`src/rtl/dft_pkg.sv`:
```
package dft_pkg;

    parameter int DFT_NUM_REGS = 128;
    parameter int DFT_IDX_W    = $clog2(DFT_NUM_REGS);

    // Outcome of a check, registered for one cycle.
    typedef enum logic [1:0] {
        VERDICT_NONE  = 2'd0,
        VERDICT_PASS  = 2'd1,
        VERDICT_RAISE = 2'd2
    } verdict_e;

    // Per-register event view produced by the decoder.
    typedef struct packed {
        logic ld_hit;
        logic ld_fault;
        logic wr_hit;
        logic chk_hit;
    } reg_evt_t;

    // Token value after write then completion, before the check.
    function automatic logic merge_token(input logic stored,
                                         input logic wr_hit,
                                         input logic ld_hit,
                                         input logic ld_fault);
        logic t;
        t = stored;
        if (wr_hit) t = 1'b0;
        if (ld_hit) t = ld_fault;
        return t;
    endfunction

    function automatic verdict_e judge(input logic valid, input logic token);
        if (!valid)     return VERDICT_NONE;
        else if (token) return VERDICT_RAISE;
        else            return VERDICT_PASS;
    endfunction

endpackage

```
`src/rtl/dft_event_decode.sv`:
```
module dft_event_decode
    import dft_pkg::*;
#(
    parameter int NUM_REGS = DFT_NUM_REGS,
    parameter int IDX_W    = $clog2(NUM_REGS)
) (
    input  logic             sld_vld,
    input  logic [IDX_W-1:0] sld_reg,
    input  logic             sld_fault,
    input  logic             wr_vld,
    input  logic [IDX_W-1:0] wr_reg,
    input  logic             chk_vld,
    input  logic [IDX_W-1:0] chk_reg,
    output reg_evt_t         evt [NUM_REGS]
);

    // One comparator slice per register.
    for (genvar i = 0; i < NUM_REGS; i++) begin : g_dec
        localparam logic [IDX_W-1:0] SELF = IDX_W'(i);
        always_comb begin
            evt[i].ld_hit   = sld_vld && (sld_reg == SELF);
            evt[i].ld_fault = sld_fault;
            evt[i].wr_hit   = wr_vld && (wr_reg == SELF);
            evt[i].chk_hit  = chk_vld && (chk_reg == SELF);
        end
    end

endmodule

```
`src/rtl/dft_token_bank.sv`:
```
module dft_token_bank
    import dft_pkg::*;
#(
    parameter int NUM_REGS = DFT_NUM_REGS
) (
    input  logic     clk,
    input  logic     rst,
    input  reg_evt_t evt [NUM_REGS],
    output logic     token [NUM_REGS]
);

    for (genvar i = 0; i < NUM_REGS; i++) begin : g_tok
        logic nxt;
        always_comb begin
            nxt = merge_token(token[i], evt[i].wr_hit,
                              evt[i].ld_hit, evt[i].ld_fault);
            // A check consumes the token whatever its value.
            if (evt[i].chk_hit) nxt = 1'b0;
        end
        always_ff @(posedge clk) begin
            if (rst) token[i] <= 1'b0;
            else     token[i] <= nxt;
        end
    end

endmodule

```
`src/rtl/dft_check_unit.sv`:
```
module dft_check_unit
    import dft_pkg::*;
#(
    parameter int NUM_REGS = DFT_NUM_REGS,
    parameter int IDX_W    = $clog2(NUM_REGS)
) (
    input  logic             clk,
    input  logic             rst,
    input  logic             token [NUM_REGS],
    input  logic             sld_vld,
    input  logic [IDX_W-1:0] sld_reg,
    input  logic             sld_fault,
    input  logic             wr_vld,
    input  logic [IDX_W-1:0] wr_reg,
    input  logic             chk_vld,
    input  logic [IDX_W-1:0] chk_reg,
    output logic             raise_exc,
    output logic [IDX_W-1:0] exc_reg,
    output logic             chk_pass
);

    logic     stored;
    logic     eff;
    verdict_e verdict_d;
    verdict_e verdict_q;
    logic [IDX_W-1:0] idx_q;

    assign stored = token[chk_reg];

    // Forward same-cycle write and completion ahead of the lookup.
    assign eff = merge_token(stored,
                             wr_vld  && (wr_reg  == chk_reg),
                             sld_vld && (sld_reg == chk_reg),
                             sld_fault);

    assign verdict_d = judge(chk_vld, eff);

    always_ff @(posedge clk) begin
        if (rst) begin
            verdict_q <= VERDICT_NONE;
            idx_q     <= '0;
        end else begin
            verdict_q <= verdict_d;
            idx_q     <= (verdict_d == VERDICT_RAISE) ? chk_reg : '0;
        end
    end

    assign raise_exc = (verdict_q == VERDICT_RAISE);
    assign chk_pass  = (verdict_q == VERDICT_PASS);
    assign exc_reg   = idx_q;

endmodule

```
`src/rtl/deferred_fault_tracker.sv`:
```
module deferred_fault_tracker
    import dft_pkg::*;
#(
    parameter int NUM_REGS = DFT_NUM_REGS,
    localparam int IDX_W   = $clog2(NUM_REGS)
) (
    input  logic             clk,
    input  logic             rst,
    input  logic             sld_vld,
    input  logic [IDX_W-1:0] sld_reg,
    input  logic             sld_fault,
    input  logic             wr_vld,
    input  logic [IDX_W-1:0] wr_reg,
    input  logic             chk_vld,
    input  logic [IDX_W-1:0] chk_reg,
    output logic             raise_exc,
    output logic [IDX_W-1:0] exc_reg,
    output logic             chk_pass
);

    reg_evt_t evt   [NUM_REGS];
    logic     token [NUM_REGS];

    dft_event_decode #(.NUM_REGS(NUM_REGS), .IDX_W(IDX_W)) u_dec (
        .sld_vld   (sld_vld),
        .sld_reg   (sld_reg),
        .sld_fault (sld_fault),
        .wr_vld    (wr_vld),
        .wr_reg    (wr_reg),
        .chk_vld   (chk_vld),
        .chk_reg   (chk_reg),
        .evt       (evt)
    );

    dft_token_bank #(.NUM_REGS(NUM_REGS)) u_bank (
        .clk   (clk),
        .rst   (rst),
        .evt   (evt),
        .token (token)
    );

    dft_check_unit #(.NUM_REGS(NUM_REGS), .IDX_W(IDX_W)) u_chk_unit (
        .clk       (clk),
        .rst       (rst),
        .token     (token),
        .sld_vld   (sld_vld),
        .sld_reg   (sld_reg),
        .sld_fault (sld_fault),
        .wr_vld    (wr_vld),
        .wr_reg    (wr_reg),
        .chk_vld   (chk_vld),
        .chk_reg   (chk_reg),
        .raise_exc (raise_exc),
        .exc_reg   (exc_reg),
        .chk_pass  (chk_pass)
    );

endmodule

```
`config.mk`:
```
export PLATFORM = sky130hd
export DESIGN_NAME = deferred_fault_tracker
export DESIGN_NICKNAME = d
export VERILOG_FILES = /design/src/rtl/dft_pkg.sv /design/src/rtl/dft_event_decode.sv /design/src/rtl/dft_token_bank.sv /design/src/rtl/dft_check_unit.sv /design/src/rtl/deferred_fault_tracker.sv
export SDC_FILE = /design/constraint.sdc
export NUM_CORES = 1
export LEC_CHECK = 0
export ABC_AREA = 1
export BUFFER_PORTS_ARGS = -buffer_cell sky130_fd_sc_hd__buf_4
export CORE_MARGIN = 4
export CORE_UTILIZATION = 49
export CTS_CLUSTER_DIAMETER = 40
export DETAILED_ROUTE_END_ITERATION = 8
export MAX_ROUTING_LAYER = met4
export PLACE_DENSITY = 0.65
export SYNTH_ARGS = -nofsm -noshare
export SYNTH_HDL_FRONTEND = slang
export SYNTH_HIERARCHICAL = 1
export SYNTH_SLANG_ARGS = --single-unit
```
`constraint.sdc`:
```
create_clock -name clk -period 2.01 [get_ports clk]
set_input_delay 0.402 -clock clk [delete_from_list [all_inputs] [get_ports clk]]
set_output_delay 0.402 -clock clk [all_outputs]
set_load 0.02 [all_outputs]
```
; Word-level counts from Yosys, hierarchy flattened
; Index checks and enable logic that the tools add are counted.
[word_totals]
register_bits = 137
latchBits = 0
ram_bits = 0
rom_bits = 0
inputBits = 27
out_inout_bits = 9
word_cells = 1428
n_memories = 0
[classes]
add_sub_neg = 0
multipliers = 0
n_div = 0
n_lt_le_gt_ge = 1
eq_ne = 386
n_shift = 0
n_mux = 263
bitwise = 2
reduce_logical = 646
[ops]
columns = operator, n
row1 = $eq 7x7->1 const B, 192
row2 = $eq 7x6->1 const B, 96
row3 = $logic_and 1x1->1, 386
row4 = $eq 7x5->1 const B, 48
row5 = $mux 1, 260
row6 = $reduce_or 2->1, 129
row7 = $reduce_bool 2->1, 128
row8 = $eq 7x4->1 const B, 24
row9 = $eq 7x3->1 const B, 12
row10 = $eq 7x2->1 const B, 6
row11 = $eq 7x1->1 const B, 3
row12 = $logic_not 7->1, 3
row13 = $eq 7x7->1, 2
row14 = $ge 8x8->1 const B, 1
row15 = $not 7->8, 1
row16 = $bmux 1 s7, 1
row17 = $eq 2x2->1 const B, 2
row18 = $mux 2, 2
row19 = $eq 2x1->1 const B, 1
row20 = $not 1->1, 1

; Longest topological paths before layout
[logic_depth]
depth_word = 11
mapped_depth = 15
ltp_nobuf = 13

; Hierarchy
; Netlist, hierarchy kept.
[modules_own_cells]
columns = module, n_inst, cells_each, area_each_um2, seq_area_each_um2
row1 = dft_token_bank, 1, 1038, 6239.7, 2562.5
row2 = dft_event_decode, 1, 716, 3291.9, 0.0
row3 = dft_check_unit, 1, 350, 1749.2, 180.2

; Worst setup path after synthesis
; Ideal clock, no wire load.
[synth_path]
path_type = in2reg
from = input port chk_reg[1]
to = register u_chk_unit.idx_q[3] (netlist: u_chk_unit/exc_reg[3])
setup_time_ps = 128
arrival_ps = 1552
required_ps = 1882
setup_slack_ps = 330
path_stages = 13
path_buffers = 2
path_cell_list = buf_2 clkbuf_1 nand3_1 nand3_1 nand3_1 nand3_1 nand2_1 nand2_1 nand3_1 nand3_1 nand2_2 nand2_4 nor2_1
[synth_between]
elab_chain_len = 11
elab_cells_between_ends = 15
classes_between = 3 x eq/ne / 7 x mux / 2 x bitwise / 3 x reduce/logical
[synth_rtl]
columns = element, line_no
row1 = start: declaration, deferred_fault_tracker.sv:15  ; input logic [IDX_W-1:0] chk_reg,
row2 = $not 7->8 (implied by the code), dft_check_unit.sv:28  ; assign stored = token[chk_reg];
row3 = $bmux 1 s7, dft_check_unit.sv:28
row4 = $mux 1 (implied by the code) (2 in series), dft_check_unit.sv:28
row5 = $mux 1, dft_pkg.sv:28  ; if (wr_hit) t = 1'b0;
row6 = $mux 1 *, dft_pkg.sv:29  ; if (ld_hit) t = ld_fault;
row7 = $mux 2 *, dft_pkg.sv:35  ; else if (token) return VERDICT_RAISE;
row8 = $mux 2 *, dft_pkg.sv:34  ; if (!valid) return VERDICT_NONE;
row9 = $eq 2x2->1 *, dft_check_unit.sv:44  ; idx_q <= (verdict_d == VERDICT_RAISE) ? chk_reg : '0;
row10 = $not 1->1 (no line) *, -
row11 = $reduce_or 2->1 (no line) *, -
row12 = end signal: assignment, dft_check_unit.sv:44
row13 = end: declaration, dft_check_unit.sv:26  ; logic [IDX_W-1:0] idx_q;
; Mark *: on every way between the ends. The rest lies on a longest branch, timed or not. The select of a mux whose other input is x is not followed.
; A chain may end at the register's enable or synchronous reset.

; Final worst setup path
[layout_path]
from = input port chk_reg[0]
to = register u_chk_unit.idx_q[2] (netlist: u_chk_unit/exc_reg[2])
; The elaborated chain is that of the path after synthesis.

==> flow_summary.yaml <==
routing:
  m1WireLength_um: 16500
  dr_wl_met3_um: 4480
  wl_per_cell_um: 17.8
  first_pass_iters: 6
  viasPerCell: 5.35
  top_layer: "met4"
  drc: 0
  routed_wl_um: 42300
  route.met2.wl_um: 19000
  drt-initial-drc-count: 1394
  postRouteAntennaNets: 0
  vias: 12700
sta:
  slew_headroom: 0.664
  maxSlewViolCount: 0
  setup_viol: 0
  tightestPinTransition_ps: 503
  fin_skew_ps: 11.4
  fmax_mhz: 617
  fin_setup_tns_ps: 0
  period_share: 0.807
  hold_viol: 0
  min_period_ps: 1620
  layout_setup_ws_ps: 388
  rsz0062_at_grt: "false"
finish:
  multi_input_area_mm2: 0.00600
  area_growth_syn_to_layout_pct: 6.09
  num_antenna_cells: 0
  num-fill-cells: 2446
  register_area_mm2: 0.00274
  drive_gt1_frac: 0.0874
  layout.nets: 2099
  largest_reg_flops: 128
die:
  dieArea_mm2: 0.0255
  start_util: 0.498
  std_cell_rows: 55
  die_w_um: 160
  ios: 36
  core_area_mm2: 0.0226
  fp.dieH_um: 160
synth:
  yosysMostFrequentCell: "nor2_1"
  synth_top_cell_by_area: "dfxtp_1"
  synthTopCellsByCount: "nor2_1 (678), nand2_1 (457), inv_1 (292)"
  yosys_warnings: 6
  ys_ff_latch: 137
  ys_top_cells_by_area: "dfxtp_1 (24%), nor2_1 (23%), nand2_1 (15%), inv_1 (9.7%), buf_4 (9.1%)"
  synth_cell_types: 22
  syn_inst: 2104
  synth_area_mm2: 0.0113
  synth_top_area_frac: 0.243
  yosysSeqAreaShare: 0.243
  syn_avg_cell_area_um2: 5.36
  syn_nets: 2131
  synthArstFlopShare: 0
  synth_edf_count: 0
  synth_flop_cell: "dfxtp_1"
clocking:
  clk_pin_slew_ps: 70
  cts_post_setup_buffers_inserted: 0
  tritoncts: "built"
  cts_max_level: 4
  post_cts_resize_count: 0
  insertion_delay_ps: 440
  clock_sinks: 137
  cts_root_buf: "clkbuf_16"
  ctsHoldBuffers: 0
  clk_path_buf_depth: 2
  cts_buffers: 17
power:
  swShare: 0.318
  power_density_mw_per_mm2: 573
  switchingPower_w: 0.00218
  seqPwrFrac: 0.400
  pwr-share-comb: 0.171
  pwr-share-clk: 0.429
  ir_drop_uv: 442
  p_leak_nw: 5.05
  p_int_w: 0.00468
critical_path:
  cp_max_fo: 55
  cp.arrival_ps: 1990
  critPathKind: "input port to register"
  cp-start-kind: "input port"
  worstSetupEndpointType: "register"
  required_ps: 2380
placed_design:
  dp_slack_ps: 25.5
  gp_congestion: 0.994
  hpwl_um: 28400
  portBuffers: 35
grt:
  grt_max_degree: 62
  antenna_found_initial: 0
  track_usage: 0.334
  grt_pass1_vias: 11700
  grt-ovfl-total: 0
  grt_pass1_wl_um: 65200
job:
  max-cap-violations: 0
run_status:
  outcome: "finished, final reports clean"
hold_path:
  min_path_type: "input port to register"
kinds of logic after synthesis:
kind of cell    count (synthesis)  share of synthesized area
compound gates                135                     0.0608
xor+xnor                        7                    0.00543
buf+inv                       494                      0.225
flops                         137                      0.243
simple gates                 1331                      0.466
per-layer routing:
| metal | vias to the layer above | GRT usage |
|---|---|---|
| li1 | 6148 | - |
| met1 | 5644 | 0.411 |
| met2 | 702 | 0.524 |
| met3 | 176 | 0.0596 |
| met4 | 0 | 0.173 |
| met5 | - | - |
layout make-up:
class,count,area share
sequential,137,0.229
clock inverter,13,0.00826
timing repair buffer,148,0.103
tap,285,0.0298
inverter,295,0.0925
multi-input combinational,1473,0.501
clock buffer,17,0.0355
power by group through the flow:
stage / combinational [W] / clock (W) / sequential, W
finish: 0.00117 / 0.00294 / 0.00274
global route: 0.00126 / 0.00306 / 0.00274
CTS: 0.00114 / 0.00297 / 0.00274
detailed placement: 0.00113 / 0 / 0.00281
global placement: 0.00112 / 0 / 0.00281
floorplan: 0.000810 / 0 / 0.00281
metrics by stage:
stage | area, um2 | power, W | hold WS [ps] | std cells | utilization
global placement | 11400 | 0.00393 | 476 | 2338 | 0.505
detailed placement | 11400 | 0.00394 | 481 | 2338 | 0.505
CTS | 12000 | 0.00685 | 382 | 2368 | 0.529
global route | 12000 | 0.00707 | 412 | 2368 | 0.529
finish | 12000 | 0.00686 | 380 | 2368 | 0.529
floorplan | 11300 | 0.00362 | 460 | 2104 | -
placed cells by master, fill, tap and decap left out, types with 2 or more instances in the layout:
master	Yosys	layout
inv_1	292	292
dfxtp_1	137	137
o2111ai_1	2	2
inv_2	2	2
clkbuf_16	0	17
nand4_1	3	3
inv_6	0	3
nor2_1	678	678
clkinv_4	0	4
clkinv_2	0	3
nand2_1	457	457
buf_12	0	10
xnor2_1	4	4
buf_4	137	138
o21ai_0	4	4
clkinvlp_4	0	3
a21oi_1	128	128
xor2_1	3	3
nand3_1	190	190
worst max-delay path, stage by stage:
cell     delay (ps)
buf_4           140
buf_12          230
nand2_1          80
nand3_1          90
nand3_1         130
nand3_1         120
nand3_1          70
nand2_1         100
nand2_1          90
nand3_1          80
nand3_1          90
nand2_2         100
nand2_4          90
nor2_1          110
final timing paths:
kind                                               startpoint                               end  slack [ps]  cells after the start
worst max-delay path                               chk_reg[0]  u_chk_unit/exc_reg[2]$_SDFF_PP0_         390                     14
worst min-delay path                                      rst    u_bank/token[112]$_SDFFE_PP0P_         380                      4
worst max register to register  u_bank/token[94]$_SDFFE_PP0P_  u_chk_unit/exc_reg[2]$_SDFF_PP0_         450                     12
worst min register to register  u_bank/token[66]$_SDFFE_PP0P_     u_bank/token[66]$_SDFFE_PP0P_         490                      2
Note: power is estimated with default switching activity, not from simulation.
